==> config.mk <==
export PLATFORM = sky130hd
export DESIGN_NAME = txclk_watch
export DESIGN_NICKNAME = d
export VERILOG_FILES = /design/src/rtl/txw_pkg.sv /design/src/rtl/txw_src_mux.sv /design/src/rtl/txw_edge_sync.sv /design/src/rtl/txw_strobe_gen.sv /design/src/rtl/txw_loss_eval.sv /design/src/rtl/txclk_watch.sv
export SDC_FILE = /design/constraint.sdc
export NUM_CORES = 1
export LEC_CHECK = 0
export BUFFER_PORTS_ARGS = -buffer_cell sky130_fd_sc_hd__buf_2
export CORE_AREA = 2 2 39 41
export CTS_BUF_LIST = sky130_fd_sc_hd__clkbuf_4 sky130_fd_sc_hd__clkbuf_8 sky130_fd_sc_hd__clkbuf_16
export DETAILED_ROUTE_END_ITERATION = 10
export DIE_AREA = 0 0 41 43
export PLACE_DENSITY = 0.55
export SLEW_MARGIN = 10
export SYNTH_ARGS = -nofsm -noshare
export SYNTH_HDL_FRONTEND = slang
export SYNTH_HIERARCHICAL = 1
export SYNTH_SLANG_ARGS = --single-unit
==> constraint.sdc <==
create_clock -name ref_clk -period 1.6 [get_ports ref_clk]
set_input_delay 0.08 -clock ref_clk [delete_from_list [all_inputs] [get_ports ref_clk]]
set_output_delay 0.08 -clock ref_clk [all_outputs]
set_load 0.05 [all_outputs]
==> src/rtl/txw_pkg.sv <==
package txw_pkg;
  typedef enum logic {
    SRC_TX     = 1'b0,
    SRC_SMOOTH = 1'b1
  } src_sel_e;
endpackage

==> src/rtl/txw_src_mux.sv <==
module txw_src_mux
  import txw_pkg::*;
(
  input  logic     tx_clk,
  input  logic     smooth_clk,
  input  src_sel_e sel,
  output logic     watched
);
  always_comb begin
    watched = (sel == SRC_SMOOTH) ? smooth_clk : tx_clk;
  end
endmodule

==> src/rtl/txw_edge_sync.sv <==
module txw_edge_sync #(
  parameter int STAGES = 2
) (
  input  logic clk,
  input  logic rst_n,
  input  logic async_in,
  output logic rise
);
  localparam int PW = STAGES + 1;

  logic [PW-1:0] pipe_q;
  logic [PW-1:0] pipe_d;

  always_comb begin
    pipe_d[0] = async_in;
  end

  for (genvar g = 1; g < PW; g++) begin : g_shift
    always_comb begin
      pipe_d[g] = pipe_q[g-1];
    end
  end

  always_ff @(posedge clk or negedge rst_n) begin
    if (!rst_n) pipe_q <= '0;
    else        pipe_q <= pipe_d;
  end

  always_comb begin
    rise = pipe_q[PW-2] & ~pipe_q[PW-1];
  end
endmodule

==> src/rtl/txw_strobe_gen.sv <==
module txw_strobe_gen #(
  parameter int DIV = 10
) (
  input  logic clk,
  input  logic rst_n,
  output logic strobe
);
  localparam int CW = (DIV > 1) ? $clog2(DIV) : 1;
  localparam logic [CW-1:0] LAST = CW'(DIV - 1);

  logic [CW-1:0] cnt_q;
  logic [CW-1:0] cnt_d;

  always_comb begin
    strobe = (cnt_q == LAST);
    cnt_d  = strobe ? '0 : cnt_q + 1'b1;
  end

  always_ff @(posedge clk or negedge rst_n) begin
    if (!rst_n) cnt_q <= '0;
    else        cnt_q <= cnt_d;
  end
endmodule

==> src/rtl/txw_loss_eval.sv <==
module txw_loss_eval (
  input  logic clk,
  input  logic rst_n,
  input  logic rise,
  input  logic strobe,
  output logic loss
);
  logic seen_q, seen_d;
  logic loss_q, loss_d;
  logic any_edge;

  always_comb begin
    any_edge = seen_q | rise;
    seen_d   = strobe ? 1'b0 : any_edge;
    loss_d   = loss_q;
    if (strobe) loss_d = ~any_edge;
  end

  always_ff @(posedge clk or negedge rst_n) begin
    if (!rst_n) begin
      seen_q <= 1'b0;
      loss_q <= 1'b1;
    end else begin
      seen_q <= seen_d;
      if (strobe) loss_q <= loss_d;
    end
  end

  always_comb begin
    loss = loss_q;
  end
endmodule

==> src/rtl/txclk_watch.sv <==
module txclk_watch
  import txw_pkg::*;
#(
  parameter int DIV         = 10,
  parameter int SYNC_STAGES = 2
) (
  input  logic ref_clk,
  input  logic rst_n,
  input  logic tx_clk,
  input  logic smooth_clk,
  input  logic src_sel,
  output logic loss,
  output logic drv_en_p,
  output logic drv_en_n
);
  logic watched;
  logic rise;
  logic strobe;
  logic loss_int;
  src_sel_e sel_e;

  always_comb begin
    sel_e = src_sel_e'(src_sel);
  end

  txw_src_mux u_mux (
    .tx_clk     (tx_clk),
    .smooth_clk (smooth_clk),
    .sel        (sel_e),
    .watched    (watched)
  );

  txw_edge_sync #(.STAGES(SYNC_STAGES)) u_sync (
    .clk      (ref_clk),
    .rst_n    (rst_n),
    .async_in (watched),
    .rise     (rise)
  );

  txw_strobe_gen #(.DIV(DIV)) u_strobe (
    .clk    (ref_clk),
    .rst_n  (rst_n),
    .strobe (strobe)
  );

  txw_loss_eval u_eval (
    .clk    (ref_clk),
    .rst_n  (rst_n),
    .rise   (rise),
    .strobe (strobe),
    .loss   (loss_int)
  );

  always_comb begin
    loss     = loss_int;
    drv_en_p = ~loss_int;
    drv_en_n = ~loss_int;
  end
endmodule

======== Word level (Yosys, flattened, before mapping) ========
Cells that the tools add are included.
word-level totals
  flip-flop bits (word level) ............. 9
  bits in latches ......................... 0
  RAM bits ................................ 0
  bits in read-only memories .............. 0
  input bits .............................. 5
  output and inout port bits .............. 3
  memories kept ........................... 0
operators by class
  add/subtract/negate cells ............... 1
  multipliers ............................. 0
  div/mod/pow operators ................... 0
  $lt $le $gt $ge ......................... 0
  equality and inequality tests ........... 1
  shifts and indexed selects .............. 0
  mux-type cells .......................... 3
  bitwise operators ....................... 5
  reductions and logical operators ........ 0
operators with widths
  operator                                                        number
  4-bit by 1-bit adder with 4-bit output (second input constant)  1
  4-bit == test (second input constant)                           1
  4-bit two-way mux                                               1
  1-bit NOT                                                       3
  1-bit two-way mux                                               2
  1-bit AND                                                       1
  1-bit OR                                                        1

======== Longest topological paths before layout ========
  depth in word-level cells ............... 4
  gate-level depth with buffers ........... 3
  mapped depth without buffers ............ 3

======== Modules after synthesis ========
The synthesis kept the hierarchy.
modules (own cells, without submodules)
  module          instances  cells each  area each (um^2)  seq. area each (um^2)
  txw_strobe_gen  1          15          171.4             100.1
  txw_edge_sync   1          4           88.8              75.1
  txw_loss_eval   1          5           73.8              51.3
  txw_src_mux     1          1           15.0              0.0
  txclk_watch     1          2           11.3              0.0

======== Least setup slack after synthesis ========
No wires, ideal clock.
  path kind ............................... register to output
  start point ............................. register u_eval.loss_q (netlist: u_eval/loss)
  end point ............................... output drv_en_p
  data arrival time ....................... 1.239 ns
  required time ........................... 1.520 ns
  setup slack ............................. 0.281 ns
  cell stages (with the launch flop) ...... 3
  path buffers ............................ 1
  cell sequence ........................... dfstp_2 > inv_1 > buf_4
between the ends
  cells in the longest elaborated chain, start to end .. 1
ends and longest elaborated chain
  item                    line                 source
  from (decl)             txw_loss_eval.sv:9   logic loss_q, loss_d;
  from (signal assigned)  txw_loss_eval.sv:25  if (strobe) loss_q <= loss_d;
  1-bit NOT               -
  to (decl)               txclk_watch.sv:13    output logic drv_en_p,
No other way between the ends.

======== Worst setup path in the final report ========
  start point ............................. register u_strobe.cnt_q[2]
  end point ............................... register u_eval.loss_q (netlist: u_eval/loss)
between the ends
  cells in the longest elaborated chain, start to end .. 1
ends and longest elaborated chain
  item                    line                  source
  from (decl)             txw_strobe_gen.sv:11  logic [CW-1:0] cnt_q;
  from (signal assigned)  txw_strobe_gen.sv:21  else cnt_q <= cnt_d;
  4-bit == test           txw_strobe_gen.sv:15  strobe = (cnt_q == LAST);
  via strobe              txclk_watch.sv:18     logic strobe;
The timed path passes the listed nets, and every way through them passes these cells.
A chain may end at the register's enable or synchronous reset.

==> results <==
- The hold violation total from the final report is 0.
- Max-cap violations in this run came to 0.
- The power per cell area is 1060 nW/um^2.
- The number of buffers created by CTS is 3.
- The capturing element type of the critical path is a flop.
- The total DRC errors in the routed layout is 0.
- The level count of the clock H-tree is 1.
- The final clock period utilization by the worst path is 80.1%.
- TritonCTS built the clock tree.
- Input and output buffers added on the ports amount to 7.
- The starting utilization of the core area is roughly a quarter.
- Across every metal layer, demand over resource in global routing totals roughly 6.8%.
- After synthesis, flip-flops and latches occupy 62.8% of the total area.
- The worst supply voltage drop on vdd is 552 uV.
- The wire length of the first global-routing pass is between 600 and 700 microns.
- The clock-pin slew on the worst setup and hold paths is 0.06 ns.
- STA puts the critical path data arrival time at approximately 1.5 ns.
- The overflow left after global routing is 0.
- The count of instances resized after the clock tree is built is 0.
- The number of design-rule violations left by the first detailed-router iteration is 5.
- The total of hold buffers inserted after clock tree synthesis is 1.
- After floorplanning, the core was divided into 14 placement rows.
- The leakage power summed over all cells is 0.000218 uW.
- The via count of the first global-routing pass is 172.
- The maximum root-to-sink buffer count is 2.
- The post-synthesis area per instance is 13.3 sq um.
- From left edge to right edge, the die measures 41 microns.
- The number of cells on the worst reg-to-reg path is 3.
- Summed over all failing endpoints, the final setup total negative slack is 0 ns.
- For this block, the routed nets add up to around 470 microns of wire.
- When the netlist entered floorplanning its net count stood at 32.
- The max-slew violation count is 0.
- The min-delay analysis places its worst path in the category in2reg.
- The post-synthesis instance area is 360 sq um.
- The highest net fanout along the worst path is 3.
- Derived from the worst setup path, the maximum achievable clock frequency is 780 MHz.
- In this run the tightest slew margin relative to its limit is 78.2%.
- For this run, the detailed router's first-pass iteration total came to 2.
- The required time of the critical path is 1.80 ns.
- For this run, the number of Yosys warnings is 6.
- The count of clock tree sinks is 9.
- After synthesis, the netlist uses 15 different library cells.
- Setup repair after global routing left no endpoint under its margin.
- The I/O pin total is 8.
- The slew at the pin with the worst max-slew slack is ~0.33 ns.
- The setup path with the least slack is of type reg2reg.
- Counting instances, the worst hold path has a depth of 2.
- In this run, synthesis produced a sequential element count of 9.
- In the detailed route, the total length drawn on met2 is around 200 microns.
- After detailed routing, the met3 layer carries 26 microns of wire.
- The pin count of the biggest net entering global routing is 10.
- After clock tree synthesis, the setup repair step added 0 buffers.
- The total vias in the final route is about 230.
- The worst hold slack is 0.0547 ns.
- In the final routed layout, each cell accounts on average for between 8 and 9 microns.
- The remaining antenna violation count after routing is 0.
- From bottom edge to top edge, the die measures approximately 43 microns.
- The area of the die is between 1500 and 2000 sq um.
- The final weighted congestion of routability-driven global placement is 0.728.
- The worst setup path is launched from a flop.
- In the final routing, the length of wire on met1 measures 226 microns.
- The highest layer touched by signal routing is met4.
- Compared with the post-synthesis result, the final layout area differs by 24.3%.
- The count of mapped cells out of synthesis is 27.
- After the last flow step, the layout net total stands at 44.
- Setup violations remaining at the end of the flow were counted as 0.
- The cell sitting at the root of the clock tree is a clkbuf_4.
- The flow ran to the end, and the final reports show no timing, DRC or antenna violations.
- Clock latency on the worst-skew pair, taken at its later pin, is approximately 0.26 ns.
- The proportion of layout cells with a drive suffix above 1 is 44.7%.
- Between clock sinks in the finished design, the worst skew comes to 0.00986 ns.
- The initial antenna violation count was 0.
- After layout, the minimum clock period comes to 1.28 ns.
- The per-cell via count in the routed design is 4.22.
- The antenna diode count is 0.
- The core region is 1380 sq um.
metrics by stage:
| stage | cells | worst slack (ns) | utilization, % | area (sq um) | total power [uW] |
|---|---|---|---|---|---|
| finish | 54 | 0.318 | 32.4 | 448 | 475 |
| global route | 54 | 0.226 | 32.4 | 448 | 499 |
| CTS | 54 | 0.316 | 32.4 | 448 | 481 |
| detailed placement | 49 | 0.330 | 29.5 | 408 | 287 |
| global placement | 49 | 0.347 | 29.5 | 408 | 286 |
| floorplan | 27 | 0.281 | - | 360 | 274 |
cells in the mapped netlist:
cell     instances  area [sq um]
nor2_1           3          11.3
dfstp_2          1          26.3
nor3b_1          1          7.51
nor2b_2          1          8.76
xnor2_1          1          8.76
a221o_1          1          10.0
inv_1            3          11.3
nand2_1          1          3.75
mux2_2           1          11.3
o21ai_1          1          5.00
nor3_1           1          5.00
mux2_4           2          30.0
dfrtp_1          8           200
buf_4            1          7.51
nor2b_4          1          13.8
where the power goes:
group / switching (uW) / internal, uW / total [uW]
combinational: 25.1 / 16.2 / 41.3
sequential: 4.62 / 238 / 242
clock: 78.9 / 113 / 192
per-layer routing:
metal	GRT usage [%]	vias up
met1	7.80	108
met3	4.71	2
li1	-	110
met5	0	-
met4	8.00	0
met2	7.19	8
critical path, cell delays in order (launching register included):
cell,delay [ns]
dfrtp_1,0.41
nor2b_2,0.15
nor3b_1,0.32
mux2_4,0.33
layout by cell type (no fill, tap or decap), drive strengths merged:
cell type	n
a221o	1
buf	7
clkbuf	4
dfrtp	8
dfstp	1
dlygate4sd3	1
inv	3
mux2	3
nand2	1
nor2	3
nor2b	2
nor3	1
nor3b	1
o21ai	1
xnor2	1
final timing paths:
path / startpoint / endpoint / slack [ns]
max: u_strobe/cnt_q[2] / u_eval/loss / 0.32
min: smooth_clk / u_sync/pipe_q[0] / 0.05
max reg2reg: u_strobe/cnt_q[2] / u_eval/loss / 0.32
min reg2reg: u_sync/pipe_q[0] / u_sync/pipe_q[1] / 0.36
max in group asynchronous: rst_n / u_eval/loss / 1.17
min in group asynchronous: rst_n / u_strobe/cnt_q[3] / 0.19
state kept, by name, indices dropped and copies added (netlist names):
name,count
u_sync/pipe_q,3
u_strobe/cnt_q,4
u_eval/seen_q,1
u_eval/loss,1
area by class of cell:
| class | instances | area [sq um] |
|---|---|---|
| fill | 137 | 936 |
| sequential | 9 | 226 |
| multi-input combinational | 14 | 115 |
| timing repair buffer | 8 | 45.0 |
| clock buffer | 4 | 30.0 |
| tap | 16 | 20.0 |
| inverter | 3 | 11.3 |
logic make-up after synthesis:
logic type,Yosys count,share of synthesized area [%]
mux,3,11.5
compound gates,2,4.17
buf+inv,4,5.21
simple gates,8,13.9
xor+xnor,1,2.43
flops,9,62.8
Note: power is estimated with default switching activity, not from simulation.
